`config.mk`:
```
export PLATFORM = sky130hd
export DESIGN_NAME = pin_toggle_irq
export DESIGN_NICKNAME = d
export VERILOG_FILES = /design/src/rtl/pti_pkg.sv /design/src/rtl/pti_sync.sv /design/src/rtl/pti_group.sv /design/src/rtl/pin_toggle_irq.sv
export SDC_FILE = /design/constraint.sdc
export NUM_CORES = 1
export LEC_CHECK = 0
export ABC_AREA = 1
export BUFFER_PORTS_ARGS = -buffer_cell sky130_fd_sc_hd__buf_2
export CORE_ASPECT_RATIO = 1.4
export CORE_MARGIN = 5
export CORE_UTILIZATION = 55
export CTS_CLUSTER_SIZE = 16
export DETAILED_ROUTE_END_ITERATION = 16
export GPL_ROUTABILITY_DRIVEN = 0
export PLACE_DENSITY = 0.74
export SYNTH_ARGS = -nofsm -noshare
export SYNTH_HDL_FRONTEND = slang
export SYNTH_SLANG_ARGS = --single-unit
```
`constraint.sdc`:
```
create_clock -name clk -period 1.1 [get_ports clk]
set_input_delay 0.165 -clock clk [delete_from_list [all_inputs] [get_ports clk]]
set_output_delay 0.165 -clock clk [all_outputs]
set_load 0.005 [all_outputs]
```
`src/rtl/pti_pkg.sv`:
```
package pti_pkg;
  localparam int GROUPS     = 2;
  localparam int GRP_W      = 8;
  localparam int PINS       = GROUPS * GRP_W;
  localparam int REG_W      = 8;
  localparam int ADDR_W     = 2;
  localparam int SYNC_DEPTH = 2;

  typedef enum logic [ADDR_W-1:0] {
    REG_ENABLE = 2'd0,
    REG_FLAGS  = 2'd1,
    REG_MASK0  = 2'd2,
    REG_MASK1  = 2'd3
  } reg_sel_e;
endpackage

```
`src/rtl/pti_sync.sv`:
```
module pti_sync #(
  parameter int W      = 8,
  parameter int STAGES = 2
) (
  input  logic         clk,
  input  logic         rst_n,
  input  logic [W-1:0] raw_i,
  output logic [W-1:0] chg_o
);
  localparam int LAST = STAGES - 1;

  logic [W-1:0] stage_q [STAGES];
  logic [W-1:0] prev_q;

  genvar s;
  generate
    for (s = 0; s < STAGES; s++) begin : g_stage
      if (s == 0) begin : g_first
        always_ff @(posedge clk or negedge rst_n) begin
          if (!rst_n) stage_q[0] <= '0;
          else        stage_q[0] <= raw_i;
        end
      end else begin : g_next
        always_ff @(posedge clk or negedge rst_n) begin
          if (!rst_n) stage_q[s] <= '0;
          else        stage_q[s] <= stage_q[s-1];
        end
      end
    end
  endgenerate

  always_ff @(posedge clk or negedge rst_n) begin
    if (!rst_n) prev_q <= '0;
    else        prev_q <= stage_q[LAST];
  end

  assign chg_o = stage_q[LAST] ^ prev_q;
endmodule

```
`src/rtl/pti_group.sv`:
```
module pti_group #(
  parameter int W = 8
) (
  input  logic         clk,
  input  logic         rst_n,
  input  logic [W-1:0] chg_i,
  input  logic         mask_we_i,
  input  logic [W-1:0] mask_wd_i,
  input  logic         w1c_i,
  input  logic         ack_i,
  input  logic         en_i,
  input  logic         gie_i,
  output logic [W-1:0] mask_o,
  output logic         flag_o,
  output logic         irq_o
);
  logic [W-1:0] mask_q;
  logic         flag_q;
  logic         hit;
  logic         clr;

  always_ff @(posedge clk or negedge rst_n) begin
    if (!rst_n)         mask_q <= '0;
    else if (mask_we_i) mask_q <= mask_wd_i;
  end

  assign hit = |(chg_i & mask_q);
  assign clr = w1c_i | ack_i;

  always_ff @(posedge clk or negedge rst_n) begin
    if (!rst_n)   flag_q <= 1'b0;
    else if (hit) flag_q <= 1'b1;
    else if (clr) flag_q <= 1'b0;
  end

  assign mask_o = mask_q;
  assign flag_o = flag_q;
  assign irq_o  = flag_q & en_i & gie_i;

  p_set_wins_r10: assert property (@(posedge clk) disable iff (!rst_n)
    hit |=> flag_q) else $error("R10: counted change did not leave flag set");
  p_clear_r8: assert property (@(posedge clk) disable iff (!rst_n)
    (clr && !hit) |=> !flag_q) else $error("R8/R9: clear did not drop flag");
  p_sticky_r4: assert property (@(posedge clk) disable iff (!rst_n)
    (flag_q && !clr) |=> flag_q) else $error("R4: flag dropped without clear");
  p_cause_r5: assert property (@(posedge clk) disable iff (!rst_n)
    $rose(flag_q) |-> $past(hit)) else $error("R5: flag rose without counted change");
endmodule

```
`src/rtl/pin_toggle_irq.sv`:
```
module pin_toggle_irq
  import pti_pkg::*;
(
  input  logic                 clk,
  input  logic                 rst_n,
  input  logic [PINS-1:0]      pins_i,
  input  logic                 gie_i,
  input  logic [GROUPS-1:0]    ack_i,
  input  logic                 wr_en_i,
  input  logic [ADDR_W-1:0]    addr_i,
  input  logic [REG_W-1:0]     wdata_i,
  output logic [REG_W-1:0]     rdata_o,
  output logic [GROUPS-1:0]    irq_o
);
  localparam int PAD = REG_W - GROUPS;

  logic [GROUPS-1:0] en_q;
  logic [GROUPS-1:0] flags;
  logic [PINS-1:0]   chg;
  logic [GRP_W-1:0]  mask [GROUPS];
  reg_sel_e          sel;

  assign sel = reg_sel_e'(addr_i);

  always_ff @(posedge clk or negedge rst_n) begin
    if (!rst_n)                             en_q <= '0;
    else if (wr_en_i && sel == REG_ENABLE)  en_q <= wdata_i[GROUPS-1:0];
  end

  pti_sync #(.W(PINS), .STAGES(SYNC_DEPTH)) u_sync (
    .clk   (clk),
    .rst_n (rst_n),
    .raw_i (pins_i),
    .chg_o (chg)
  );

  genvar g;
  generate
    for (g = 0; g < GROUPS; g++) begin : g_grp
      logic mask_we;
      logic w1c;
      assign mask_we = wr_en_i && (addr_i == ADDR_W'(REG_MASK0) + ADDR_W'(g));
      assign w1c     = wr_en_i && (sel == REG_FLAGS) && wdata_i[g];

      pti_group #(.W(GRP_W)) u_grp (
        .clk       (clk),
        .rst_n     (rst_n),
        .chg_i     (chg[g*GRP_W +: GRP_W]),
        .mask_we_i (mask_we),
        .mask_wd_i (wdata_i[GRP_W-1:0]),
        .w1c_i     (w1c),
        .ack_i     (ack_i[g]),
        .en_i      (en_q[g]),
        .gie_i     (gie_i),
        .mask_o    (mask[g]),
        .flag_o    (flags[g]),
        .irq_o     (irq_o[g])
      );

      p_irq_gate_r7: assert property (@(posedge clk) disable iff (!rst_n)
        irq_o[g] |-> (gie_i && en_q[g])) else $error("R7: request without enables");
    end
  endgenerate

  always_comb begin
    unique case (sel)
      REG_ENABLE: rdata_o = {{PAD{1'b0}}, en_q};
      REG_FLAGS:  rdata_o = {{PAD{1'b0}}, flags};
      REG_MASK0:  rdata_o = REG_W'(mask[0]);
      REG_MASK1:  rdata_o = REG_W'(mask[1]);
      default:    rdata_o = '0;
    endcase
  end

  always_comb begin
    if (rst_n && (sel == REG_ENABLE || sel == REG_FLAGS))
      p_reserved_r3: assert (rdata_o[REG_W-1:GROUPS] == '0) else $error("R3: reserved bits nonzero");
  end
endmodule

```
==> impl_metrics.py, run 1 <==
metrics = {
    "final_layout": {
        "mostFrequentLayoutCells": "dfrtp_1 (68), nand2_1 (65), inv_1 (41), buf_2 (41), nand3_1 (20)",
        "multi_input_area_sq_um": 677,
        "ff_latch_area_sq_um": 1700,
        "num_antenna_cells": 0,
        "syn_to_final_growth_pct": 30.5,
        "fill_cells": 331,
        "nets": 356,
        "final_common_cell": "dfrtp_1",
        "layout-drive-gt1-share": 0.295,
    },
    "floorplanning": {
        "fp.dieW_um": 68.0,
        "initial_core_util": 0.571,
        "die_h_um": 91.2,
        "rows": 29,
        "num_io_pins": 42,
        "core-area_sq_um": 4540,
        "die_area_sq_um": 6200,
    },
    "logic_synthesis": {
        "ys_ff_latch": 68,
        "synth_cell_type_count": 17,
        "synth_warnings": 0,
        "synth_fp_nets": 276,
        "netlist_area_sq_um": 2590,
        "netlist_instances": 244,
        "post_synth.cell_area_avg_sq_um": 10.6,
        "ys_seq_area_frac": 0.657,
    },
    "clock_network": {
        "cts_tree": "yes",
        "clock-root-buffer": "clkbuf_8",
        "clock_sinks": 68,
        "clkLatencyLatePin_ns": 0.33,
        "cts_made_buffers": 9,
        "cts_htree_levels": 3,
        "clkTransAtPathRegs_ns": 0.07,
        "clockBufferDepth": 2,
    },
    "place": {
        "pre_cts_slack_ns": 0.0580,
        "port_buffers": 41,
        "dpl.hpwl_um": 3070,
    },
    "setup_path": {
        "slowest_delay_ns": 0.39,
        "crit_start": "g_grp[1].u_grp.mask_o[5]",
        "crit_fanout": 2,
        "crit_chain": "a22o_1 > buf_2",
        "worstReg2RegStart": "g_grp[1].u_grp.mask_o[3]",
        "arrival_ns": 1.10,
        "required_ns": 0.94,
        "critPathKind": "register to primary output",
        "crit_slowest_cell": "dfrtp_1",
        "worstSetupEndpointType": "primary output",
        "r2r_setup_slack_ns": 0.01,
        "cp-start-kind": "register",
    },
    "grt": {
        "first_global_vias": 1751,
        "grt_pass1_wl_um": 8060,
        "grt_start_max_net_pins": 69,
        "grt.total_usage": 0.174,
        "overflow": 0,
        "antenna_found_initial": 0,
    },
    "route": {
        "route.detailed.drc": 0,
        "via_count": 1827,
        "drt-initial-drc-count": 57,
        "vias_per_cell": 4.67,
        "wl_um": 4710,
        "ant_nets": 0,
        "avgRoutedWirePerCell_um": 12.0,
        "first_pass_iters": 4,
    },
    "status": {
        "failed_checks": "negative setup slack",
        "outcome": "finished, violations left",
    },
    "worst_hold_path": {
        "hold_start": "wdata_i[6]",
        "hold_class": "input pin to register",
    },
    "timing": {
        "rsz0062_at_grt": "yes",
        "slew_viol_final": 0,
        "slew_headroom": 0.769,
        "worstMarginPinSlew_ns": 0.346,
        "fin_crit_ns": 1.27,
        "finalSetupTns_ns": -1.05,
        "hold_ws_ns": 0.125,
        "fmax_mhz": 789,
        "setup_violations": 10,
        "worst_slack_ns": -0.167,
        "fin_crit_sh": 1.15,
        "fin_skew_ns": 0.00666,
        "finalHoldViolCount": 0,
    },
    "power_and_ir_drop": {
        "powerDensity_nw_per_um2": 1810,
        "irDropWorstVdd_uv": 1290,
        "p_leak_nw": 1.81,
    },
    "job": {
        "maxCapViolCount": 0,
    },
}
-- kinds of logic (layout without fill, tap and decap cells) --
logic type,Yosys count,after routing,share of synthesized area
simple gates,104,104,0.182
compound gates,24,24,0.0783
flops,68,68,0.657
buf+inv,48,133,0.0822
-- worst paths after layout --
check	endpoint	depth (start not counted)
worst max-delay path	rdata_o[5]	2
worst min-delay path	g_grp[0].u_grp.mask_o[6]	3
worst max register to register	g_grp[1].u_grp.flag_o	6
worst min register to register	u_sync.stage_q[4]	0
max in group asynchronous	u_sync.prev_q[4]	3
min in group asynchronous	u_sync.stage_q[2]	3
-- flip-flops by register name, indices dropped and copies added, names as in the netlist --
register / count
g_grp.u_grp.flag_o: 2
g_grp.u_grp.mask_o: 16
en_q: 2
u_sync.prev_q: 16
u_sync.stage_q: 32
-- power breakdown --
part	leakage, nW	internal [mW]	switching [mW]
Combinational	0.882	0.396	0.382
Clock	0.127	1.63	0.881
Sequential	0.803	2.71	0.128
-- area by class of cell --
| type | instances | area share |
|---|---|---|
| repair buffers | 74 | 0.150 |
| clock inverters | 4 | 0.0281 |
| clock buffers | 12 | 0.0459 |
| flip-flops and latches | 68 | 0.504 |
| inverters | 43 | 0.0485 |
| multi-input cells | 128 | 0.200 |
| well taps | 62 | 0.0230 |
-- metrics by stage --
| step | utilization | cells | total power [mW] | area [sq um] |
|---|---|---|---|---|
| 2_1_floorplan | - | 244 | 3.23 | 2590 |
| 3_3_place_gp | 0.627 | 343 | 3.46 | 2840 |
| 3_5_place_dp | 0.627 | 343 | 3.48 | 2840 |
| 4_1_cts | 0.738 | 387 | 6.13 | 3350 |
| 5_1_grt | 0.745 | 391 | 6.41 | 3380 |
| 6_report | 0.745 | 391 | 6.12 | 3380 |
-- cells in the mapped netlist --
| cell | n | area [sq um] |
|---|---|---|
| inv_4 | 1 | 6.26 |
| nand2_4 | 2 | 22.5 |
| buf_6 | 3 | 33.8 |
| a22o_1 | 6 | 52.6 |
| buf_4 | 2 | 15.0 |
| nor2_1 | 7 | 26.3 |
| nand2_1 | 65 | 244 |
| dfrtp_1 | 68 | 1700 |
| o21ai_2 | 16 | 140 |
| nand2_2 | 3 | 18.8 |
| nand3b_1 | 2 | 15.0 |
| inv_2 | 1 | 3.75 |
| nand3_1 | 20 | 100 |
| o21ai_0 | 2 | 10.0 |
| nand4_1 | 4 | 25.0 |
| inv_1 | 41 | 154 |
| nor2_8 | 1 | 20.0 |
-- what timing repair did --
action | in CTS | in global routing
pin swaps | 9 | 3
setup endpoints to repair | 10 | 10
hold buffers | 17 | 0
resized for setup | 0 | 1
buffers inserted | 11 | 4
hold endpoints to repair | 84 | 0
-- per-layer routing --
layer	up-vias	routed length, um	GRT usage
met5	-	0	0
met4	0	77	0.0796
met3	9	227	0.0506
met2	42	2440	0.270
met1	859	1970	0.221
li1	917	-	-
-- worst max-delay path: cells and delay by family (launching register included) --
family                 cells  cell delay [ns]
AO/OA/AOI/OAI              1             0.25
buffers and inverters      1             0.13
flip-flops                 1             0.39
(Power assumes the default switching activity.)
==> run 2, diff against run 1 <==
- PLACE_DENSITY: 0.74 -> 0.78
==> run 2 against run 1 <==
Effect of this change:
- the flow still finishes with violations (negative setup slack)
- non-clock buffer count grew 1
- combinational power increased by 5.0%
- setup slack lost 0.029 ns
- via count rose by 1.8%
- sequential share of layout area decreased by 0.75 points
- fmax down 2.3%
- critical path depth unchanged
- critical path type unchanged
- largest cell class unchanged
- highest routed layer unchanged
==> impl_metrics.py, run 2 (same netlist as run 1, synthesis figures left out) <==
metrics = {
    "status": {
        "outcome": "finished, violations left",
        "failed_checks": "negative setup slack",
    },
    "clock_network": {
        "clkTransAtPathRegs_ns": 0.07,
        "clockBufferDepth": 2,
        "clkLatencyLatePin_ns": 0.34,
        "clock-root-buffer": "clkbuf_8",
        "cts_tree": "yes",
        "cts_made_buffers": 9,
        "clock_sinks": 68,
        "cts_htree_levels": 3,
    },
    "final_layout": {
        "num_antenna_cells": 0,
        "post-route-util": 0.756,
        "largest_register_ffs": 32,
        "nets": 357,
        "layout-drive-gt1-share": 0.315,
        "ff_latch_area_sq_um": 1700,
        "mostFrequentLayoutCells": "dfrtp_1 (68), nand2_1 (64), inv_1 (41), buf_2 (41), dlygate4sd3_1 (17)",
        "final_common_cell": "dfrtp_1",
        "fill_cells": 314,
        "multi_input_area_sq_um": 704,
        "largest-register": "u_sync.stage_q",
        "syn_to_final_growth_pct": 32.5,
    },
    "timing": {
        "fin_crit_sh": 1.18,
        "fin_skew_ns": 0.00800,
        "slew_viol_final": 0,
        "finalHoldViolCount": 0,
        "finalSetupTns_ns": -1.21,
        "slew_headroom": 0.763,
        "worst_slack_ns": -0.196,
        "fin_crit_ns": 1.30,
        "worstMarginPinSlew_ns": 0.355,
        "hold_ws_ns": 0.109,
        "setup_violations": 10,
        "fmax_mhz": 771,
        "rsz0062_at_grt": "yes",
    },
    "setup_path": {
        "arrival_ns": 1.13,
        "crit_start": "g_grp[1].u_grp.mask_o[2]",
        "cp-start-kind": "register",
        "required_ns": 0.94,
        "crit_fanout": 2,
        "worstReg2RegStart": "g_grp[1].u_grp.mask_o[3]",
        "worstSetupEndpointType": "primary output",
        "critPathKind": "register to primary output",
    },
    "grt": {
        "overflow": 0,
        "grt_pass1_wl_um": 8250,
        "antenna_found_initial": 0,
        "grt_start_max_net_pins": 69,
        "first_global_vias": 1813,
        "grt.total_usage": 0.183,
    },
    "worst_hold_path": {
        "hold_start": "wdata_i[7]",
        "hold_class": "input pin to register",
    },
    "floorplanning": {
        "initial_core_util": 0.571,
        "die_area_sq_um": 6200,
        "core-area_sq_um": 4540,
        "die_h_um": 91.2,
        "num_io_pins": 42,
        "fp.dieW_um": 68.0,
        "rows": 29,
    },
    "route": {
        "vias_per_cell": 4.74,
        "avgRoutedWirePerCell_um": 12.6,
        "first_pass_iters": 5,
        "drt-initial-drc-count": 122,
        "wl_um": 4940,
        "route.detailed.drc": 0,
        "ant_nets": 0,
        "via_count": 1859,
    },
    "place": {
        "port_buffers": 41,
        "dpl.hpwl_um": 3120,
        "pre_cts_slack_ns": 0.0628,
    },
    "power_and_ir_drop": {
        "p_leak_nw": 1.83,
        "finalPower_mw": 6.29,
        "powerDensity_nw_per_um2": 1830,
        "irDropWorstVdd_uv": 1660,
    },
    "job": {
        "maxCapViolCount": 0,
    },
}
## run 2: cell type report
cell class | count | share of cell area
well taps | 62 | 0.0226
repair buffers | 75 | 0.151
inverters | 43 | 0.0478
flip-flops and latches | 68 | 0.496
multi-input cells | 128 | 0.205
clock inverters | 7 | 0.0405
clock buffers | 9 | 0.0361
## run 2: timing repair
action,in CTS,in global routing
endpoints found under the setup margin,10,11
hold buffers,17,0
buffers inserted,13,6
endpoints found under the hold margin,84,0
pin swaps,8,12
gates resized for setup,0,8
## run 2: path summary, 6_finish.rpt
path | endpoint | slack [ns] | depth (start not counted)
min in group asynchronous | u_sync.stage_q[9] | 0.37 | 3
worst max register to register | g_grp[1].u_grp.flag_o | 0.11 | 5
worst max-delay path | rdata_o[2] | -0.20 | 2
worst min register to register | u_sync.stage_q[13] | 0.34 | 0
max in group asynchronous | u_sync.prev_q[5] | 0.44 | 3
worst min-delay path | g_grp[1].u_grp.mask_o[7] | 0.11 | 3
## run 2: stage by stage
stage	std cells	area (sq um)
6_report	392	3430
5_1_grt	392	3430
4_1_cts	389	3370
3_5_place_dp	343	2840
3_3_place_gp	343	2840
2_1_floorplan	244	2590
## run 2: worst max-delay path, stage by stage (launching register included)
cell and delay, ns:
dfrtp_1 0.40, a22o_1 0.25, buf_2 0.14
## run 2: power breakdown
| group | internal [mW] | switching [mW] |
|---|---|---|
| logic | 0.416 | 0.402 |
| registers | 2.71 | 0.137 |
| clock network | 1.73 | 0.900 |
## run 2: metal layers
layer,track usage,vias up,routed length (um)
met2,0.279,49,2600
met4,0.119,0,112
met5,0,-,0
met1,0.223,882,1940
met3,0.0494,10,286
li1,-,918,-
